[src/rtl/xmem_pkg.sv]
// Package: shared types for the stretchable external memory cycle sequencer.
// Assumes: nothing beyond IEEE 1800-2017 enums.
package xmem_pkg;
    typedef enum logic [1:0] {
        XS_IDLE   = 2'd0,
        XS_ACTIVE = 2'd1,
        XS_DONE   = 2'd2
    } xs_state_t;
endpackage

[src/rtl/xmem_cfg_reg.sv]
// Module: holds the stretch setting, loaded by a control write to one address.
// Assumes: control writes are single-cycle strobes; only the low SW bits matter.
module xmem_cfg_reg #(
    parameter int                 RAW         = 8,
    parameter int                 SW          = 3,
    parameter logic [RAW-1:0]     CFG_ADDR    = 8'h8E,
    parameter int                 STRETCH_RST = 1
) (
    input  logic           clk,
    input  logic           rst_n,
    input  logic           we,
    input  logic [RAW-1:0] addr,
    input  logic [7:0]     wdata,
    output logic [SW-1:0]  stretch
);
    logic [SW-1:0] stretch_q;

    // Load the stretch field on a matching control write.
    always_ff @(posedge clk) begin
        if (!rst_n) begin
            stretch_q <= SW'(STRETCH_RST);
        end else if (we && (addr == CFG_ADDR)) begin
            stretch_q <= wdata[SW-1:0];
        end
    end

    assign stretch = stretch_q;
endmodule

[src/rtl/xmem_timer.sv]
// Module: access state machine and cycle counter. Latches stretch and direction
// at acceptance and counts through stretch+1 (read) or stretch+2 (write) cycles.
// Assumes: start is only raised while idle (the top gates it).
module xmem_timer
    import xmem_pkg::*;
#(
    parameter int SW = 3,
    localparam int CW = SW + 1
) (
    input  logic          clk,
    input  logic          rst_n,
    input  logic          start,
    input  logic          start_write,
    input  logic [SW-1:0] stretch,
    output logic          idle,
    output logic          active,
    output logic          done_ph,
    output logic          last,
    output logic [CW-1:0] cnt,
    output logic [SW-1:0] s_lat,
    output logic          wr_lat
);
    xs_state_t     state_q;
    logic [CW-1:0] cnt_q;
    logic [SW-1:0] s_q;
    logic          wr_q;
    logic [CW-1:0] end_cnt;

    // Final count value of the address phase for the latched access.
    always_comb begin
        end_cnt = wr_q ? ({1'b0, s_q} + CW'(1)) : {1'b0, s_q};
    end

    // Advance the state machine and the in-phase counter.
    always_ff @(posedge clk) begin
        if (!rst_n) begin
            state_q <= XS_IDLE;
            cnt_q   <= '0;
            s_q     <= '0;
            wr_q    <= 1'b0;
        end else begin
            unique case (state_q)
                XS_IDLE: begin
                    if (start) begin
                        state_q <= XS_ACTIVE;
                        cnt_q   <= '0;
                        s_q     <= stretch;
                        wr_q    <= start_write;
                    end
                end
                XS_ACTIVE: begin
                    if (cnt_q == end_cnt) begin
                        state_q <= XS_DONE;
                    end else begin
                        cnt_q <= cnt_q + CW'(1);
                    end
                end
                XS_DONE:  state_q <= XS_IDLE;
                default:  state_q <= XS_IDLE;
            endcase
        end
    end

    assign idle    = (state_q == XS_IDLE);
    assign active  = (state_q == XS_ACTIVE);
    assign done_ph = (state_q == XS_DONE);
    assign last    = active && (cnt_q == end_cnt);
    assign cnt     = cnt_q;
    assign s_lat   = s_q;
    assign wr_lat  = wr_q;
endmodule

[src/rtl/xmem_strobe.sv]
// Module: decodes read and write strobes from the counter position.
// Assumes: cnt counts from 0 at the first address-valid cycle.
module xmem_strobe #(
    parameter int SW = 3,
    localparam int CW = SW + 1
) (
    input  logic          active,
    input  logic          wr_lat,
    input  logic [CW-1:0] cnt,
    input  logic [SW-1:0] s_lat,
    output logic          rd_stb,
    output logic          wr_stb
);
    logic in_window;

    // Write window: first cycle for zero stretch, else counts 1..stretch.
    always_comb begin
        if (s_lat == '0) begin
            in_window = (cnt == '0);
        end else begin
            in_window = (cnt != '0) && (cnt <= {1'b0, s_lat});
        end
    end

    assign rd_stb = active && !wr_lat;
    assign wr_stb = active && wr_lat && in_window;
endmodule

[src/rtl/xmem_stretch_seq.sv]
// Module: top of the stretchable external memory cycle sequencer.
// Accepts one access at a time, drives address/strobes, captures read data.
// Assumes: mem_rdata is valid by the end of the last read-strobe cycle.
module xmem_stretch_seq #(
    parameter int             AW          = 16,
    parameter int             DW          = 8,
    parameter int             RAW         = 8,
    parameter int             SW          = 3,
    parameter logic [RAW-1:0] CFG_ADDR    = 8'h8E,
    parameter int             STRETCH_RST = 1
) (
    input  logic           clk,
    input  logic           rst_n,
    input  logic           cfg_we,
    input  logic [RAW-1:0] cfg_addr,
    input  logic [7:0]     cfg_wdata,
    input  logic           req_valid,
    input  logic           req_write,
    input  logic [AW-1:0]  req_addr,
    input  logic [DW-1:0]  req_wdata,
    input  logic [DW-1:0]  mem_rdata,
    output logic [AW-1:0]  mem_addr,
    output logic           mem_addr_vld,
    output logic           mem_rd,
    output logic           mem_wr,
    output logic [DW-1:0]  mem_wdata,
    output logic [DW-1:0]  rd_data,
    output logic           busy,
    output logic           done
);
    localparam int CW = SW + 1;

    logic [SW-1:0] stretch;
    logic          idle, active, done_ph, last, wr_lat, start;
    logic [CW-1:0] cnt;
    logic [SW-1:0] s_lat;
    logic [AW-1:0] addr_q;
    logic [DW-1:0] wdata_q, rdata_q;

    assign start = req_valid && idle;

    xmem_cfg_reg #(
        .RAW(RAW), .SW(SW), .CFG_ADDR(CFG_ADDR), .STRETCH_RST(STRETCH_RST)
    ) u_cfg (
        .clk(clk), .rst_n(rst_n), .we(cfg_we), .addr(cfg_addr),
        .wdata(cfg_wdata), .stretch(stretch)
    );

    xmem_timer #(.SW(SW)) u_timer (
        .clk(clk), .rst_n(rst_n), .start(start), .start_write(req_write),
        .stretch(stretch), .idle(idle), .active(active), .done_ph(done_ph),
        .last(last), .cnt(cnt), .s_lat(s_lat), .wr_lat(wr_lat)
    );

    xmem_strobe #(.SW(SW)) u_strobe (
        .active(active), .wr_lat(wr_lat), .cnt(cnt), .s_lat(s_lat),
        .rd_stb(mem_rd), .wr_stb(mem_wr)
    );

    // Latch the request address and data on acceptance.
    always_ff @(posedge clk) begin
        if (!rst_n) begin
            addr_q  <= '0;
            wdata_q <= '0;
        end else if (start) begin
            addr_q  <= req_addr;
            wdata_q <= req_wdata;
        end
    end

    // Capture returned data on the final read-strobe cycle.
    always_ff @(posedge clk) begin
        if (!rst_n) begin
            rdata_q <= '0;
        end else if (last && !wr_lat) begin
            rdata_q <= mem_rdata;
        end
    end

    assign mem_addr     = addr_q;
    assign mem_addr_vld = active;
    assign mem_wdata    = wdata_q;
    assign rd_data      = rdata_q;
    assign busy         = active || done_ph;
    assign done         = done_ph;
endmodule

[config.mk]
export PLATFORM = sky130hd
export DESIGN_NAME = xmem_stretch_seq
export DESIGN_NICKNAME = d
export VERILOG_FILES = /design/src/rtl/xmem_pkg.sv /design/src/rtl/xmem_cfg_reg.sv /design/src/rtl/xmem_timer.sv /design/src/rtl/xmem_strobe.sv /design/src/rtl/xmem_stretch_seq.sv
export SDC_FILE = /design/constraint.sdc
export NUM_CORES = 1
export LEC_CHECK = 0
export BUFFER_PORTS_ARGS = -buffer_cell sky130_fd_sc_hd__buf_4
export CORE_MARGIN = 1
export CORE_UTILIZATION = 46
export DETAILED_ROUTE_END_ITERATION = 10
export PLACE_DENSITY = 0.78
export SLEW_MARGIN = 20
export SYNTH_ARGS = -nofsm -noshare
export SYNTH_HDL_FRONTEND = slang
export SYNTH_SLANG_ARGS = --single-unit
[constraint.sdc]
create_clock -name clk -period 2.24 [get_ports clk]
set_clock_uncertainty 0.2 [all_clocks]
set_input_delay 0.224 -clock clk [delete_from_list [all_inputs] [get_ports clk]]
set_output_delay 0.224 -clock clk [all_outputs]
set_load 0.01 [all_outputs]
Word-level counts from Yosys, hierarchy flattened
Index checks and enable logic that the tools add are counted.
{ "word_totals": {"ff_bits": 45, "input_bits": 53, "output_inout_bits": 37, "word_cells": 44} }
{ "op_classes": {"add_sub_neg": 2, "n_lt_le_gt_ge": 1, "eq_ne": 7, "muxes": 8, "reduce_logical": 18} }
{ "op_table": {"columns": ["operator", "n"], "rows": [
  ["2-to-1 mux 4 bit", 3],
  ["equality test 8 bit (second input constant)", 1],
  ["logical AND 1 bit", 8],
  ["case mux 4 bit (2 select lines)", 1],
  ["adder 3 x 1 -> 4 bit (second input constant)", 1],
  ["adder 4 x 1 -> 4 bit (second input constant)", 1],
  ["equality test 4 bit", 1],
  ["<= comparator 4 x 3 -> 1 bit", 1],
  ["logical NOT 4 bit", 1],
  ["2-to-1 mux 2 bit", 2],
  ["inequality test 2 x 1 -> 1 bit (second input constant)", 2],
  ["case mux 2 bit (2 select lines)", 1],
  ["AND reduction 2 bit", 2],
  ["nonzero test 4 bit", 1],
  ["logical NOT 3 bit", 1],
  ["AND reduction 3 bit", 1],
  ["equality test 2 x 1 -> 1 bit (second input constant)", 1],
  ["equality test 2 bit (second input constant)", 1],
  ["logical NOT 2 bit", 1],
  ["inequality test 2 bit (second input constant)", 1],
  ["nonzero test 2 bit", 1],
  ["logical NOT 1 bit", 1],
  ["logical OR 1 bit", 1],
  ["2-to-1 mux 1 bit", 1]
]} }

Depth between registers and ports, before layout
{ "logic_depth": {"ltp_word": 5, "mapped_depth": 9, "ltp_nobuf": 8} }

Modules after synthesis
Synthesis repeated with hierarchy kept, for this count alone.
{ "unflattened": {"hier_cells": 245, "hier_area_um2": 2178.3} }
{ "by_module_without_submodules": {"columns": ["module", "n_inst", "cells_each", "area_per_inst_um2", "seq_area_each_um2"], "rows": [
  ["xmem_stretch_seq", 1, 148, 1338.8, 640.6],
  ["xmem_timer", 1, 64, 569.3, 200.2],
  ["xmem_cfg_reg", 1, 15, 153.9, 60.1],
  ["xmem_strobe", 1, 18, 116.4, 0.0]
]} }

Least setup slack after synthesis
OpenSTA, ideal clock, no wires.
{ "synth_timing": {"path_type": "reg2reg", "startpoint": "register u_timer.state_q[1]", "endpoint": "register rdata_q[0], in the netlist rd_data[0]", "setup_ns": 0.128, "arrival_ns": 1.734, "required_ns": 1.912, "path_slack_ns": 0.178, "path_stages_with_launch": 10, "path_buffers": 2, "synth_period_minus_slack_ns": 2.062, "path_cell_list": "dfxtp_1 -> inv_1 -> ha_1 -> clkbuf_1 -> inv_1 -> nor2_1 -> and4bb_1 -> buf_6 -> mux2i_1 -> nor2_1"} }
{ "synth_via": {"elab_chain_cells": 3} }
{ "synth_rtl": {"columns": ["item", "line_no", "text"], "rows": [
  ["from (decl)", "xmem_timer.sv:23", "xs_state_t state_q;"],
  ["from (signal assigned)", "xmem_timer.sv:37", "state_q <= XS_IDLE;"],
  ["from (signal assigned)", "xmem_timer.sv:45", "state_q <= XS_ACTIVE;"],
  ["from (signal assigned)", "xmem_timer.sv:53", "state_q <= XS_DONE;"],
  ["equality test 2 x 1 -> 1 bit", "xmem_timer.sv:65", "assign active = (state_q == XS_ACTIVE);"],
  ["via mem_addr_vld", "xmem_stretch_seq.sv:23", "output logic mem_addr_vld,"],
  ["logical AND 1 bit", "xmem_timer.sv:67", "assign last = active && (cnt_q == end_cnt);"],
  ["logical AND 1 bit", "xmem_stretch_seq.sv:75", "end else if (last && !wr_lat) begin"],
  ["to (signal assigned)", "xmem_stretch_seq.sv:76", "rdata_q <= mem_rdata;"],
  ["to (decl)", "xmem_stretch_seq.sv:38", "logic [DW-1:0] wdata_q, rdata_q;"]
]} }
The timed path passes the listed nets, and every way through them passes these cells.
A chain may end at the register's enable or synchronous reset.

Worst setup path in the final report
{ "layout_timing": {"startpoint": "register u_timer.cnt_q[1], in the netlist u_timer.cnt[1]", "endpoint": "output mem_wr"} }
{ "layout_via": {"elab_chain_cells": 4, "elab_cells_between_ends": 6, "cone_classes": "order compare (1); mux (1); reduce/logical (4)"} }
{ "layout_rtl": {"columns": ["item", "line_no", "text"], "rows": [
  ["from (decl)", "xmem_timer.sv:24", "logic [CW-1:0] cnt_q;"],
  ["from (signal assigned)", "xmem_timer.sv:55", "cnt_q <= cnt_q + CW'(1);"],
  ["<= comparator 4 x 3 -> 1 bit or nonzero test 4 bit (tied branches)", "xmem_strobe.sv:21", "in_window = (cnt != '0) && (cnt <= {1'b0, s_lat});"],
  ["logical AND 1 bit", "xmem_strobe.sv:21", null],
  ["2-to-1 mux 1 bit *", "xmem_strobe.sv:18", "if (s_lat == '0) begin"],
  ["logical AND 1 bit *", "xmem_strobe.sv:26", "assign wr_stb = active && wr_lat && in_window;"],
  ["to (decl)", "xmem_stretch_seq.sv:25", "output logic mem_wr,"]
]} }
Mark *: on every way between the ends. The rest lies on a longest branch, timed or not.

==> summary.md <==
| Metric | Value |
|---|---|
| Pin count of the biggest net entering global routing | 42 |
| Logic pwr share | 29.6% |
| GRT Total Usage | 24.5% |
| Finished Layout Cells | 418 |
| CTS max path bufs | 2 |
| Worst path depth | 8 |
| Leakage power | 1.38 nW |
| Switching pwr | 0.000591 W |
| Cell mode on critical path | nor3_1 |
| Crit-path cells | ha_4, nor2b_1, o21ai_1, a32oi_1, nor3_1, a21oi_1, nor3_1, buf_4 |
| Worst Reg-to-Reg Cells | 8 |
| Largest family of logic cells by synthesized area | simple AND/OR/NAND/NOR gates |
| DP HPWL | 3300 um |
| Synth Register Bits | 45 |
| Post-Layout Inst Area | 3190 um^2 |
| Clk root buf | clkbuf_8 |
| Simple-gate share of the synthesized area | 21.8% |
| Setup Crit Path Kind | reg2out |
| Hold WS | 0.108 ns |
| Critical Path Source Type | register |
| WL final | 5600 um |
| Top post-synthesis cells by area | dfxtp_1, nand2_1, a21oi_1 |
| Clk sink count | 45 |
| Num rows | 23 |
| Crit path max-delay family | simple AND/OR/NAND/NOR gates |
| Netlist Area Pre-Place | 2000 um^2 |
| Ant diodes | 0 |
| Commonest cells after routing, fill and taps aside | buf_4, nand2_1, dfxtp_1 |
| Reg-to-reg slack, setup | 0.18 ns |
| Synth unique cells | 36 |
| Total gr overflow | 0 |
| Initial Util | roughly 49% |
| Share of cells above drive strength 1 | 31.0% |
| Initial drt markers | 109 |
| Die area | 4620 um^2 |
| First-pass GRT wire length | 8540 um |
| IO buf count | 84 |
| Sw Share | 30.0% |
| Adder-cell share of the synthesized area | under 10% |
| DP Area | 2700 um^2 |
| Vias in the first global route | 1918 |
| Drc violations | 0 |
| Most common cell after layout, fill and taps aside | buf_4 |
| Synth Area per Inst | 8.23 um^2 |
| Net Count, Synth | about 300 |
| Crit. End Element | primary output |
| Via count | 2081 |
| Clock transition at path regs | approximately 0.09 ns |
| Bufs and invs on worst path | 1 |
| Max H-tree Level | 2 |
| First-pass DRT Iterations | 4 |
| Setup_tns | 0 ns |
| RSZ-0062 raised after global routing | yes |
| Initial antenna violation count | 0 |
| Routed len/inst | 13.4 um |
| Nets | 430 |
| Worst R2R Start | u_timer.s_lat[0] |
| Least-Margin Pin Slew | 0.428 ns |
| R2r endpoint | rd_data[2] |
| Run status | complete, no violations |
| Final GP Congestion | roughly 0.79 |
| Max Slew Vio Count | 0 |
| Die span in y | 68.0 um |
| Final Setup Violations | 0 |
| Final hold viol count | 0 |
| Crit Path Max Fanout | 3 |
| Area grow syn2layout | 59.5% |
| Fmax | 456 MHz |
| Final period utilization | a little over nine tenths |
| Vias per inst | 4.98 |
| Ports | 90 |
| Post-synthesis xor/xnor area fraction | 1.75% |
| CTS Buf Count | 5 |
| Clk pwr share | between 20% and 30% |
| Die width | 68.0 um |
| Synth Area in Compound Gates | 13.4% |
| Internal | 0.00138 W |
| Worst setup path endpoint | mem_wr |
| Final antenna-violating net count | 0 |
| Max cap viols | 0 |
| Pwr Density | 619 nW/um^2 |
| CP startpoint | u_timer.cnt[1] |
| Post-Syn Instances | ~240 |
| Multiplexer share of the synthesized area | between 6 and 7% |
| Minimum clock period | 2.19 ns |
| Seq/Total Area, Yosys | between 40% and 50% |
| Largest area contributor in the netlist | dfxtp_1 |
| Synth Warn # | 0 |
| Crit path DAT | 1.77 ns |
| Slowest library cell on the worst path | dfxtp_4 |
| Top cell type's share of synthesized area | 45.0% |
| Hold WC Path Type | in2reg |
| Slowest stage delay, CP | 0.37 ns |
| Sequential Power Share | approximately 46% |
| Clock latency on the worst-skew pair | 0.29 ns |
| Critical path required time | 1.82 ns |
| Placeable Area | 4090 um^2 |
| Cells after DPL | 372 |
| Relative slew margins | 71.5% |
| CTS tree | done |
| Maximum VDD drop | between 500 and 600 uV |
-- synthesized netlist by cell type (all sizes together) --
cell type,number
and2,1
o2111ai,1
a21oi,35
a22o,1
nor2b,1
o211ai,1
nand2b,1
a32oi,1
a31o,1
o311ai,1
mux2i,12
xnor2,2
nor4,1
nand3,5
nor2,13
ha,10
xor2,2
mux2,1
and4bb,1
o21ai,3
o21bai,1
or4,1
or3,1
nor3,3
dfxtp,45
nand2,66
a211oi,2
inv,11
nand4,3
nor4b,1
buf,2
clkbuf,11
and2b,2
-- power groups by stage --
stage	combinational (W)	clock, W	sequential, W
CTS	0.000574	0.000507	0.000904
detailed placement	0.000522	0	0.000922
floorplan	0.000263	0	0.000942
global placement	0.000514	0	0.000918
finish	0.000584	0.000485	0.000906
global route	0.000639	0.000541	0.000914
-- worst reg2reg max path: cells and delay by family, from the launching register on --
kind / cells / cell delay (ns)
buffers and inverters: 2 / 0.19
DFF: 1 / 0.33
muxes: 2 / 0.39
adders and majority gates: 1 / 0.28
xor gates and xnor gates: 1 / 0.19
and+or+nand+nor: 2 / 0.37
-- repair_timing --
item,4_1_cts,5_1_grt
gates cloned,0,0
hold buffers,37,0
setup endpoints to repair,1,2
resized for setup,3,9
buffers inserted,0,1
pin swaps,2,5
hold endpoints to repair,36,0
-- metrics by stage --
| stage | worst slack (ns) | total power, W | util (%) |
|---|---|---|---|
| 5_1_grt | -0.0943 | 0.00209 | 78.1 |
| 4_1_cts | 0.000236 | 0.00198 | 77.3 |
| 3_5_place_dp | 0.190 | 0.00144 | 66.1 |
| 6_report | 0.0486 | 0.00197 | 78.1 |
| 3_3_place_gp | 0.233 | 0.00143 | 66.1 |
| 2_1_floorplan | 0.178 | 0.00121 | - |
-- cell type report --
| class | instances | area, um^2 |
|---|---|---|
| repair buffers | 130 | 1080 |
| multi-input cells | 174 | 1010 |
| flip-flops and latches | 45 | 911 |
| fillers | 287 | 896 |
| clock buffers | 7 | 76.3 |
| well taps | 50 | 62.6 |
| inverters | 11 | 41.3 |
| clock inverters | 1 | 7.51 |
-- worst min-delay path by stage --
stage	from	depth (start not counted)	slack [ns]	end
6_report	req_valid	3	0.11	u_timer.state_q[0]
5_1_grt	req_valid	3	0.11	u_timer.state_q[0]
4_1_cts	req_valid	3	0.09	u_timer.state_q[0]
3_5_place_dp	mem_addr[8]	2	0.25	mem_addr[8]
3_3_place_gp	cfg_wdata[0]	3	0.24	u_cfg.stretch[0]
2_1_floorplan	rst_n	1	0.09	u_cfg.stretch[0]
-- per-layer routing --
metal | GRT usage, % | routed length, um | part of all wire, %
met1 | 28.7 | 2320 | 41
met3 | 6.33 | 250 | 4.5
met5 | 0 | 0 | 0
met4 | 7.29 | 87 | 1.6
met2 | 43.4 | 2940 | 53
-- state kept, by name (all words and copies together), names as in the netlist --
register	cells
mem_addr	16
u_timer.state_q	2
u_cfg.stretch	3
u_timer.cnt	4
rd_data	8
u_timer.s_lat	3
u_timer.wr_lat	1
mem_wdata	8
-- cell families after synthesis --
| family | Yosys count |
|---|---|
| AND/OR/NAND/NOR | 100 |
| buffers and inverters | 24 |
| XOR/XNOR | 4 |
| flip-flops | 45 |
| multiplexers | 13 |
| AO/OA/AOI/OAI | 47 |
| adder cells (fa/ha/maj) | 10 |
Note: power is estimated with default switching activity, not from simulation.
